==> config.mk <==
export PLATFORM = sky130hd
export DESIGN_NAME = host_pwr_seq
export DESIGN_NICKNAME = d
export VERILOG_FILES = /design/src/rtl/host_pwr_seq.sv
export SDC_FILE = /design/constraint.sdc
export NUM_CORES = 1
export LEC_CHECK = 0
export BUFFER_PORTS_ARGS = -buffer_cell sky130_fd_sc_hd__buf_4
export CAP_MARGIN = 20
export CORE_ASPECT_RATIO = 1.2
export CORE_UTILIZATION = 44
export CTS_CLUSTER_DIAMETER = 50
export DETAILED_ROUTE_END_ITERATION = 7
export GPL_ROUTABILITY_DRIVEN = 1
export PLACE_DENSITY_LB_ADDON = 0.2
export RECOVER_POWER = 50
export SYNTH_ARGS = -nofsm -noshare
export SYNTH_HDL_FRONTEND = slang
export SYNTH_SLANG_ARGS = --single-unit
==> constraint.sdc <==
create_clock -name clk -period 2.1 [get_ports clk]
set_input_delay 0.105 -clock clk [delete_from_list [all_inputs] [get_ports clk]]
set_output_delay 0.105 -clock clk [all_outputs]
set_load 0.1 [all_outputs]
==> src/rtl/host_pwr_seq.sv <==
module host_pwr_seq #(
  parameter int TICK_DIV      = 125000,
  parameter int READY_MS      = 3000,
  parameter int PULSE_MS      = 100,
  parameter int OFF_MS        = 1000,
  parameter int CONFIRM_TO_MS = 500,
  parameter int RELEASE_TO_MS = 5000
) (
  input  logic clk,
  input  logic rst_n,
  input  logic power_up,
  input  logic shutdown,
  input  logic restart_seen,
  input  logic sd_line,
  output logic sd_pull_low,
  output logic pwr_en_sink,
  output logic ready,
  output logic busy,
  output logic error
);
  localparam int PW = (TICK_DIV > 2) ? $clog2(TICK_DIV) : 2;
  localparam int M1 = (READY_MS > PULSE_MS) ? READY_MS : PULSE_MS;
  localparam int M2 = (OFF_MS > CONFIRM_TO_MS) ? OFF_MS : CONFIRM_TO_MS;
  localparam int M3 = (M1 > M2) ? M1 : M2;
  localparam int MS_MAX = (M3 > RELEASE_TO_MS) ? M3 : RELEASE_TO_MS;
  localparam int MW = $clog2(MS_MAX + 1);

  typedef enum logic [2:0] {S_HOLD, S_IDLE, S_BOOT, S_RUN, S_PULSE, S_CONF, S_REL} st_t;

  st_t state, nxt;
  logic [PW-1:0] pre_cnt;
  logic [MW-1:0] ms_cnt;
  logic sync1, sync2, tick, settled, err_set;

  assign tick    = (pre_cnt == PW'(TICK_DIV - 1));
  assign settled = (ms_cnt != '0) || (pre_cnt >= PW'(2));

  function automatic logic at_ms(input logic [MW-1:0] c, input logic t, input int n);
    return t && (c == MW'(n - 1));
  endfunction

  always_comb begin
    nxt = state;
    err_set = 1'b0;
    case (state)
      S_HOLD:  if (at_ms(ms_cnt, tick, OFF_MS)) nxt = S_IDLE;
      S_IDLE:  if (power_up) nxt = S_BOOT;
      S_BOOT:  if (restart_seen || at_ms(ms_cnt, tick, READY_MS)) nxt = S_RUN;
      S_RUN:   if (shutdown) nxt = S_PULSE;
      S_PULSE: if (at_ms(ms_cnt, tick, PULSE_MS)) nxt = S_CONF;
      S_CONF: begin
        if (settled && !sync2) nxt = S_REL;
        else if (at_ms(ms_cnt, tick, CONFIRM_TO_MS)) begin
          nxt = S_HOLD;
          err_set = 1'b1;
        end
      end
      S_REL: begin
        if (sync2) nxt = S_HOLD;
        else if (at_ms(ms_cnt, tick, RELEASE_TO_MS)) begin
          nxt = S_HOLD;
          err_set = 1'b1;
        end
      end
      default: nxt = S_HOLD;
    endcase
  end

  always_ff @(posedge clk or negedge rst_n) begin
    if (!rst_n) begin
      state   <= S_HOLD;
      pre_cnt <= '0;
      ms_cnt  <= '0;
      sync1   <= 1'b1;
      sync2   <= 1'b1;
      error   <= 1'b0;
    end else begin
      sync1 <= sd_line;
      sync2 <= sync1;
      state <= nxt;
      if (nxt != state) begin
        pre_cnt <= '0;
        ms_cnt  <= '0;
      end else begin
        pre_cnt <= tick ? '0 : pre_cnt + 1'b1;
        if (tick) ms_cnt <= ms_cnt + 1'b1;
      end
      if (err_set) error <= 1'b1;
      else if (state == S_IDLE && nxt == S_BOOT) error <= 1'b0;
    end
  end

  assign sd_pull_low = (state == S_PULSE);
  assign pwr_en_sink = (state == S_BOOT) || (state == S_RUN) || (state == S_PULSE) ||
                       (state == S_CONF) || (state == S_REL);
  assign ready       = (state == S_RUN);
  assign busy        = (state != S_RUN) && (state != S_IDLE);
endmodule

Word level (Yosys, flattened, before mapping) --
Cells that the tools add are included.
Operators by class: add/sub/neg operators 2, order comparisons 1, equal/unequal tests 16, mux-type cells 21, reduce and logical (&&, ||, !) cells 19
Operator list (number):
- 2-to-1 mux 17 bit | 2
- 2-to-1 mux 3 bit | 9
- 2-to-1 mux 13 bit | 2
- one-hot mux 3 bit (7 select lines) | 1
- adder 17 x 1 -> 17 bit, second input constant | 1
- equality test 17 bit, second input constant | 1
- greater-or-equal comparator 17 x 2 -> 1 bit, second input constant | 1
- adder 13 x 1 -> 13 bit, second input constant | 1
- equality test 13 x 10 -> 1 bit, second input constant | 1
- equality test 13 x 12 -> 1 bit, second input constant | 1
- equality test 13 bit, second input constant | 1
- equality test 13 x 7 -> 1 bit, second input constant | 1
- equality test 13 x 9 -> 1 bit, second input constant | 1
- nonzero test 13 bit | 1
- equality test 3 x 2 -> 1 bit, second input constant | 3
- equality test 3 bit, second input constant | 3
- logical AND 1 bit | 8
- logical OR 1 bit | 6
- 2-to-1 mux 1 bit | 6
- nonzero test 2 bit | 2
- equality test 3 x 1 -> 1 bit, second input constant | 1
- logical NOT 3 bit | 1
- inequality test 3 x 1 -> 1 bit, second input constant | 1
- inequality test 3 x 2 -> 1 bit, second input constant | 1
- 3 further kinds | 3
Storage, ports and cells: bits in registers 36, output and inout port bits 5

Longest topological paths before layout --
Gate-level depths: netlist (run 1).
depth after elaboration 9, depth in mapped cells 8, gate-level depth less buffers 7

Worst setup path after synthesis (run 1) --
No wires, ideal clock.
kind register to register, start point register state[1], end point register pre_cnt[12], data arrival time 2806 ps, data required time 1975 ps, path slack -832 ps, cell stages (with the launch flop) 8, path buffers 2, clock period less this slack 2932 ps, path through dfrtp_1 > clkbuf_1 > nand2b_1 > nor2_1 > nand4_1 > nor2_1 > buf_2 > nor4_1
RTL lines:
- from (decl) | RTL line 30 | st_t state, nxt;
- from (signal assigned) | RTL line 80 | state <= nxt;
- equality test 3 bit
- net sd_pull_low | RTL line 15 | output logic sd_pull_low,
- one-hot mux 3 bit (7 select lines) | RTL line 45 | case (state)
- inequality test 3 bit | RTL line 81 | if (nxt != state) begin
- 2-to-1 mux 17 bit | RTL line 81
- to (signal assigned) | RTL line 85 | pre_cnt <= tick ? '0 : pre_cnt + 1'b1;
- to (decl) | RTL line 31 | logic [PW-1:0] pre_cnt;
The timed path passes the listed nets, and every way through them passes these cells. A chain may end at the register's enable or synchronous reset.

Worst setup path in the final report (run 1) --
start point register pre_cnt[3], end point register ms_cnt[12]
Between the ends: cells in the longest elaborated chain, start to end 7
Ends and longest elaborated chain:
- greater-or-equal comparator 17 x 2 -> 1 bit or equality test 17 bit (tied branches) | RTL line 36, 35
- logical OR 1 bit or logical AND 1 bit (tied branches) | RTL line 36, 39
- logical AND 1 bit, or another cell as far along | RTL line 52 | if (settled && !sync2) nxt = S_REL;
- 2-to-1 mux 3 bit, on equally long branches | RTL line 52, 48, 59
- one-hot mux 3 bit (7 select lines) | RTL line 45
- inequality test 3 bit | RTL line 81
- 2-to-1 mux 13 bit or nonzero test 2 bit (tied branches)
- to (signal assigned) | RTL line 86 | if (tick) ms_cnt <= ms_cnt + 1'b1;
- to (decl) | RTL line 32 | logic [MW-1:0] ms_cnt;
Parallel ways exist; a longest one is shown, timed or not.

==> results of run 1 <==
[cell families after synthesis]
| group | synth area share |
|---|---|
| AO/OA/AOI/OAI | 0.0630 |
| XOR/XNOR | 0.109 |
| adder cells (fa/ha/maj) | 0.0231 |
| buffers and inverters | 0.0445 |
| flip-flops | 0.417 |
| AND/OR/NAND/NOR | 0.343 |
[per-stage QoR]
stage,TNS [ps],hold slack (ps),power [mW]
4_1_cts,-2100,94.3,2.91
3_3_place_gp,-2760,87.4,2.00
5_1_grt,-5630,94.1,3.20
3_5_place_dp,-3710,95.2,2.01
2_1_floorplan,-633,-191,1.66
6_report,-3960,91.4,3.05
[layer usage]
| metal | global-route usage | vias to the layer above | part of all wire |
|---|---|---|---|
| met5 | 0 | - | 0 |
| met4 | 0.0787 | 0 | 0.041 |
| met3 | 0.0431 | 23 | 0.048 |
| met2 | 0.407 | 85 | 0.50 |
| met1 | 0.331 | 1073 | 0.41 |
| li1 | - | 994 | - |
[cells in the mapped netlist (all sizes together), types with 2 or more instances]
library cell / n
a21oi: 6
a311o: 2
a31oi: 2
and2: 2
and3: 6
and4: 4
buf: 9
clkbuf: 9
dfrtp: 34
dfstp: 2
ha: 4
inv: 4
nand2: 12
nand2b: 2
nand3: 14
nand4: 15
nand4b: 2
nor2: 13
nor3: 3
nor4: 36
o21ai: 3
or4: 3
xnor2: 8
xor2: 19
[registers in the layout, summed over array words and instances (netlist names)]
name     flops
error        1
state        3
sync2        1
pre_cnt     17
sync1        1
ms_cnt      13
[worst register-to-register path, cell delays in order (launching register included)]
cell and delay, ps:
dfrtp_1 390, or4_4 580, nor4_4 310, buf_6 170
o2111ai_4 120, a21oi_4 200, buf_4 140, buf_4 100
buf_4 90, nor4_1 40
[area by class of cell]
class,count,share of cell area
multi-input combinational,173,0.435
tap,58,0.0228
inverter,4,0.00471
sequential,36,0.284
clock buffer,6,0.0228
clock inverter,2,0.0110
timing repair buffer,71,0.220
[worst paths after layout]
path,endpoint,slack (ps),cells past startpoint
max in group asynchronous,ms_cnt[11]$_DFFE_PN0P_,1050,2
min,state[2]$_DFF_PN0_,90,3
max,ms_cnt[12]$_DFFE_PN0P_,-150,9
max reg2reg,ms_cnt[12]$_DFFE_PN0P_,-150,9
min in group asynchronous,pre_cnt[11]$_DFF_PN0_,470,2
min reg2reg,sync2$_DFF_PN1_,360,0
[repair_timing]
action	in CTS	in global routing
setup endpoints to repair	30	33
buffers inserted	9	3
resized for setup	13	31
gates cloned	4	3
hold endpoints to repair	35	0
hold buffers	2	0
pin swaps	7	9
[report_power, final]
part | internal, mW | switching (mW) | leakage [nW] | total (mW)
combinational | 0.717 | 0.927 | 0.777 | 1.64
sequential | 0.765 | 0.0369 | 0.488 | 0.802
clock | 0.353 | 0.255 | 0.0552 | 0.608
==> results.toml, run 1 <==
[setup_path]
critPathKind = "reg -> reg"
startpoint = "pre_cnt[3]$_DFF_PN0_"
worst_path_most_repeated_cell = "buf_4"
cp-end-kind = "flip-flop"
slowest_delay_ps = 580
path_cells = "or4_4 -> nor4_4 -> buf_6 -> o2111ai_4 -> a21oi_4 -> buf_4 -> buf_4 -> buf_4 -> nor4_1"
path_buf_inv = 4
reg2reg_from = "pre_cnt[3]$_DFF_PN0_"
cpLargestDelayFamily = "simple AND/OR/NAND/NOR gates"
start_kind = "flip-flop"
worstPathMaxFanout = 6
critPathArrivalTime_ps = 2430
critical_path.slowest_cell = "or4_4"
required_ps = 2270

[clock_tree]
cts_root_buf = "clkbuf_8"
cts_tree = "yes"
cts_made_buffers = 5
clk_pin_slew_ps = 70
cts_sinks = 36
clk_latency_ps = 290
htreeDepth = 2
cts_buffer_depth = 2

[timing]
hold_viol = 0
tightest_slew_ps = 912
report.final.slew_viol_count = 0
fin_crit_ps = 2250
finClkSkew_ps = 9.49
setup_viol = 32
relSlewSlack = 0.392
fin_crit_sh = 1.07
rsz0062_at_grt = "yes"
finalWorstSetupSlack_ps = -152
fmax_ghz = 0.444

[global_routing]
grt_pass1_vias = 2010
grt_max_degree = 37
grt_pass1_wl_um = 9850
grt_overflow_total = 0
track_usage = 0.249
antenna_found_initial = 0

[pwr]
leakage_nw = 1.32
p_per_area_nw_per_um2 = 959
vdd_drop_max_mv = 0.440

[drt]
drt_first_pass_iters = 4
drc = 0
drt_iter0_markers = 154
ant_nets = 0
via_count = 2175
wl_um = 6560
wl_per_cell_um = 18.7
viasPerCell = 6.21

[placed_design]
pre_cts_slack_ps = -171
dp.cells = 322
hpwl_um = 3630
dpl-instance-area_sq_um = 2600
routabilityCongestion = 0.910
port_buffers = 10

[die]
die_area_sq_um = 5200
die_h_um = 78.8
io_pins = 11
die_x_um = 66.0
fp-row-count = 27
start_util = 0.464
core_area_sq_um = 4660

[synthesis]
yosysTopAreaCell = "dfrtp_1"
synthArstFlopShare = 1.00
ys_warn_count = 0
yosys-top-cells-area = "dfrtp_1 39%, nor4_1 10%, xor2_1 7.7%"
ys_seq_elements = 36
syn-num-nets = 241
synth.top_cell.area_share = 0.393
netlist_instances = 231
netlist_area_sq_um = 2160
synth_cell_types = 44
yosysSeqAreaShare = 0.417
synthFlopType = "dfrtp_1"
synth_area_per_cell_sq_um = 9.37
synth_edf_count = 0

[cells_and_area]
multi_input_area_sq_um = 1390
fin_nets = 301
final_common_cell = "buf_4"
fin_util = 0.683
fin_area_sq_um = 3190
syn2layout_area_growth_pct = 47.2
final_cell_mix = "52 x buf_4, 34 x dfrtp_1, 24 x nor4_1"
n_fill_cell = 333
stdcell_count = 350
drive_gt1_frac = 0.373
seqCellArea_sq_um = 903
n_antenna_cell = 0

[hold_path]
worstHoldStart = "shutdown"
hold_path.class = "in -> reg"

[job]
drv_cap = 0

[status]
violations = "setup timing"
outcome = "finished with violations"
No activity file was read; power rests on OpenSTA's default activity.
==> run 2: changes to the inputs <==
--- a/config.mk
+++ b/config.mk
@@ -14,6 +14,7 @@
 export GPL_ROUTABILITY_DRIVEN = 1
 export PLACE_DENSITY_LB_ADDON = 0.2
 export RECOVER_POWER = 50
+export SKIP_CTS_REPAIR_TIMING = 1
 export SYNTH_ARGS = -nofsm -noshare
 export SYNTH_HDL_FRONTEND = slang
 export SYNTH_SLANG_ARGS = --single-unit
==> run 2 against run 1 <==
The flow still finishes with violations (setup timing). Utilization is 6.4 points lower. Sequential share of layout area is 2.9 points higher. Clock skew is 3.0 ps higher. Clock-buffer cell count stayed put. Flip-flop and latch count stayed put. Sequential power is 0.5% lower. Register-to-register slack worse by 90 ps. Die area stayed put. Via count is 6.5% lower. Combinational power is 19% lower. Routed wire length is 12% lower. Critical path type unchanged. Largest cell class unchanged.
==> results.toml, run 2 (synthesis gave the netlist of run 1 again) <==
[drt]
drt_iter0_markers = 125
drc = 0
viasPerCell = 5.96
wl_per_cell_um = 16.9
drt_first_pass_iters = 4
wl_um = 5770
via_count = 2033
ant_nets = 0

[setup_path]
cp-end-kind = "flip-flop"
cpLargestDelayFamily = "simple AND/OR/NAND/NOR gates"
critical_path.slowest_cell = "or4_4"
path_cells = "or4_4 -> nor4_4 -> buf_4 -> a31o_4 -> o311a_4 -> clkbuf_16 -> nor4_1"
start_kind = "flip-flop"
slowest_delay_ps = 520
path_buf_inv = 2
worstPathMaxFanout = 6
critPathArrivalTime_ps = 2500
critPathKind = "reg -> reg"
required_ps = 2260

[pwr]
p_per_area_nw_per_um2 = 944
vdd_drop_max_mv = 0.437
leakage_nw = 1.21

[die]
die_area_sq_um = 5200
core_area_sq_um = 4660
die_x_um = 66.0
io_pins = 11
fp-row-count = 27
start_util = 0.464
die_h_um = 78.8

[timing]
fin_crit_sh = 1.11
fin_setup_tns_ps = -6600
tightest_slew_ps = 907
fmax_ghz = 0.427
finClkSkew_ps = 12.5
relSlewSlack = 0.396
fin_crit_ps = 2340
hold_viol = 0
report.final.slew_viol_count = 0
hold_slack_ps = 99.1
finalWorstSetupSlack_ps = -239
rsz0062_at_grt = "yes"
setup_viol = 32

[clock_tree]
cts_sinks = 36
cts_buffer_depth = 2
clk_pin_slew_ps = 80
htreeDepth = 2
clk_latency_ps = 290
cts_tree = "yes"
cts_root_buf = "clkbuf_8"
cts_made_buffers = 5

[cells_and_area]
reg.largest.list = "pre_cnt x17, ms_cnt x13, state x3"
largest_register_ffs = 17
regMostFlops = "pre_cnt"
stdcell_count = 341
final_cell_mix = "51 x buf_4, 34 x dfrtp_1, 33 x nor4_1"
n_antenna_cell = 0
final_common_cell = "buf_4"
n_fill_cell = 392
fin_nets = 292
drive_gt1_frac = 0.297
syn2layout_area_growth_pct = 33.4

[placed_design]
pre_cts_slack_ps = -171
port_buffers = 10
dp.cells = 322
routabilityCongestion = 0.910
hpwl_um = 3630

[job]
drv_cap = 0

[global_routing]
grt_overflow_total = 0
grt_pass1_wl_um = 9000
grt_pass1_vias = 1893
track_usage = 0.225
antenna_found_initial = 0
grt_max_degree = 37

[status]
outcome = "finished with violations"
violations = "setup timing"

[hold_path]
hold_path.class = "in -> reg"
-- run 2: cell types whose count changed in the layout (fill, tap and decap cells not counted), moves of 2 or more --
| cell | before | now |
|---|---|---|
| buf_16 | 3 | 0 |
| buf_8 | 2 | 0 |
| nor2_1 | 9 | 11 |
| nor4_2 | 10 | 2 |
| buf_6 | 5 | 2 |
| nor2_4 | 3 | 1 |
| nor4_1 | 24 | 33 |
-- run 2: final cells by class --
class | count | area, sq um | area share
multi-input cells | 173 | 1240 | 0.430
inverters | 4 | 15.0 | 0.00520
clock inverters | 2 | 35.0 | 0.0121
clock buffers | 6 | 72.6 | 0.0251
well taps | 58 | 72.6 | 0.0251
repair buffers | 62 | 548 | 0.190
flip-flops and latches | 36 | 903 | 0.313
-- run 2: worst paths after layout --
kind,cells after the start,endpoint,start,slack [ps]
worst max-delay path,7,ms_cnt[5]$_DFFE_PN0P_,pre_cnt[10]$_DFF_PN0_,-240
worst min-delay path,3,state[2]$_DFF_PN0_,shutdown,100
worst max register to register,7,ms_cnt[5]$_DFFE_PN0P_,pre_cnt[10]$_DFF_PN0_,-240
worst min register to register,0,sync2$_DFF_PN1_,sync1$_DFF_PN1_,360
max in group asynchronous,2,state[2]$_DFF_PN0_,rst_n,1050
min in group asynchronous,2,pre_cnt[13]$_DFF_PN0_,rst_n,470
-- run 2: where the power goes --
group	total, mW	internal, mW	switching (mW)
logic	1.33	0.518	0.815
clock network	0.595	0.352	0.242
registers	0.798	0.765	0.0325
total	2.73	1.64	1.09
-- run 2: metal layers --
layer	wire (um)	up-vias	global-route usage
li1	-	983	-
met1	2610	1001	0.294
met2	2930	43	0.376
met3	168	6	0.0417
met4	59	0	0.0638
met5	0	-	0
-- run 2: through the flow --
step	cell area [sq um]	total power, mW	util
after global placement	2600	2.00	0.557
after detailed placement	2600	2.01	0.557
after CTS	2710	2.62	0.581
after floorplan	2210	1.66	-
after global routing	2890	2.86	0.619
final	2890	2.73	0.619
-- run 2: worst register-to-register path, stage by stage, from the launching register on --
cell       delay, ps
dfrtp_1          430
or4_4            530
nor4_4           420
buf_4            190
a31o_4           150
o311a_4          280
clkbuf_16        180
nor4_1            50
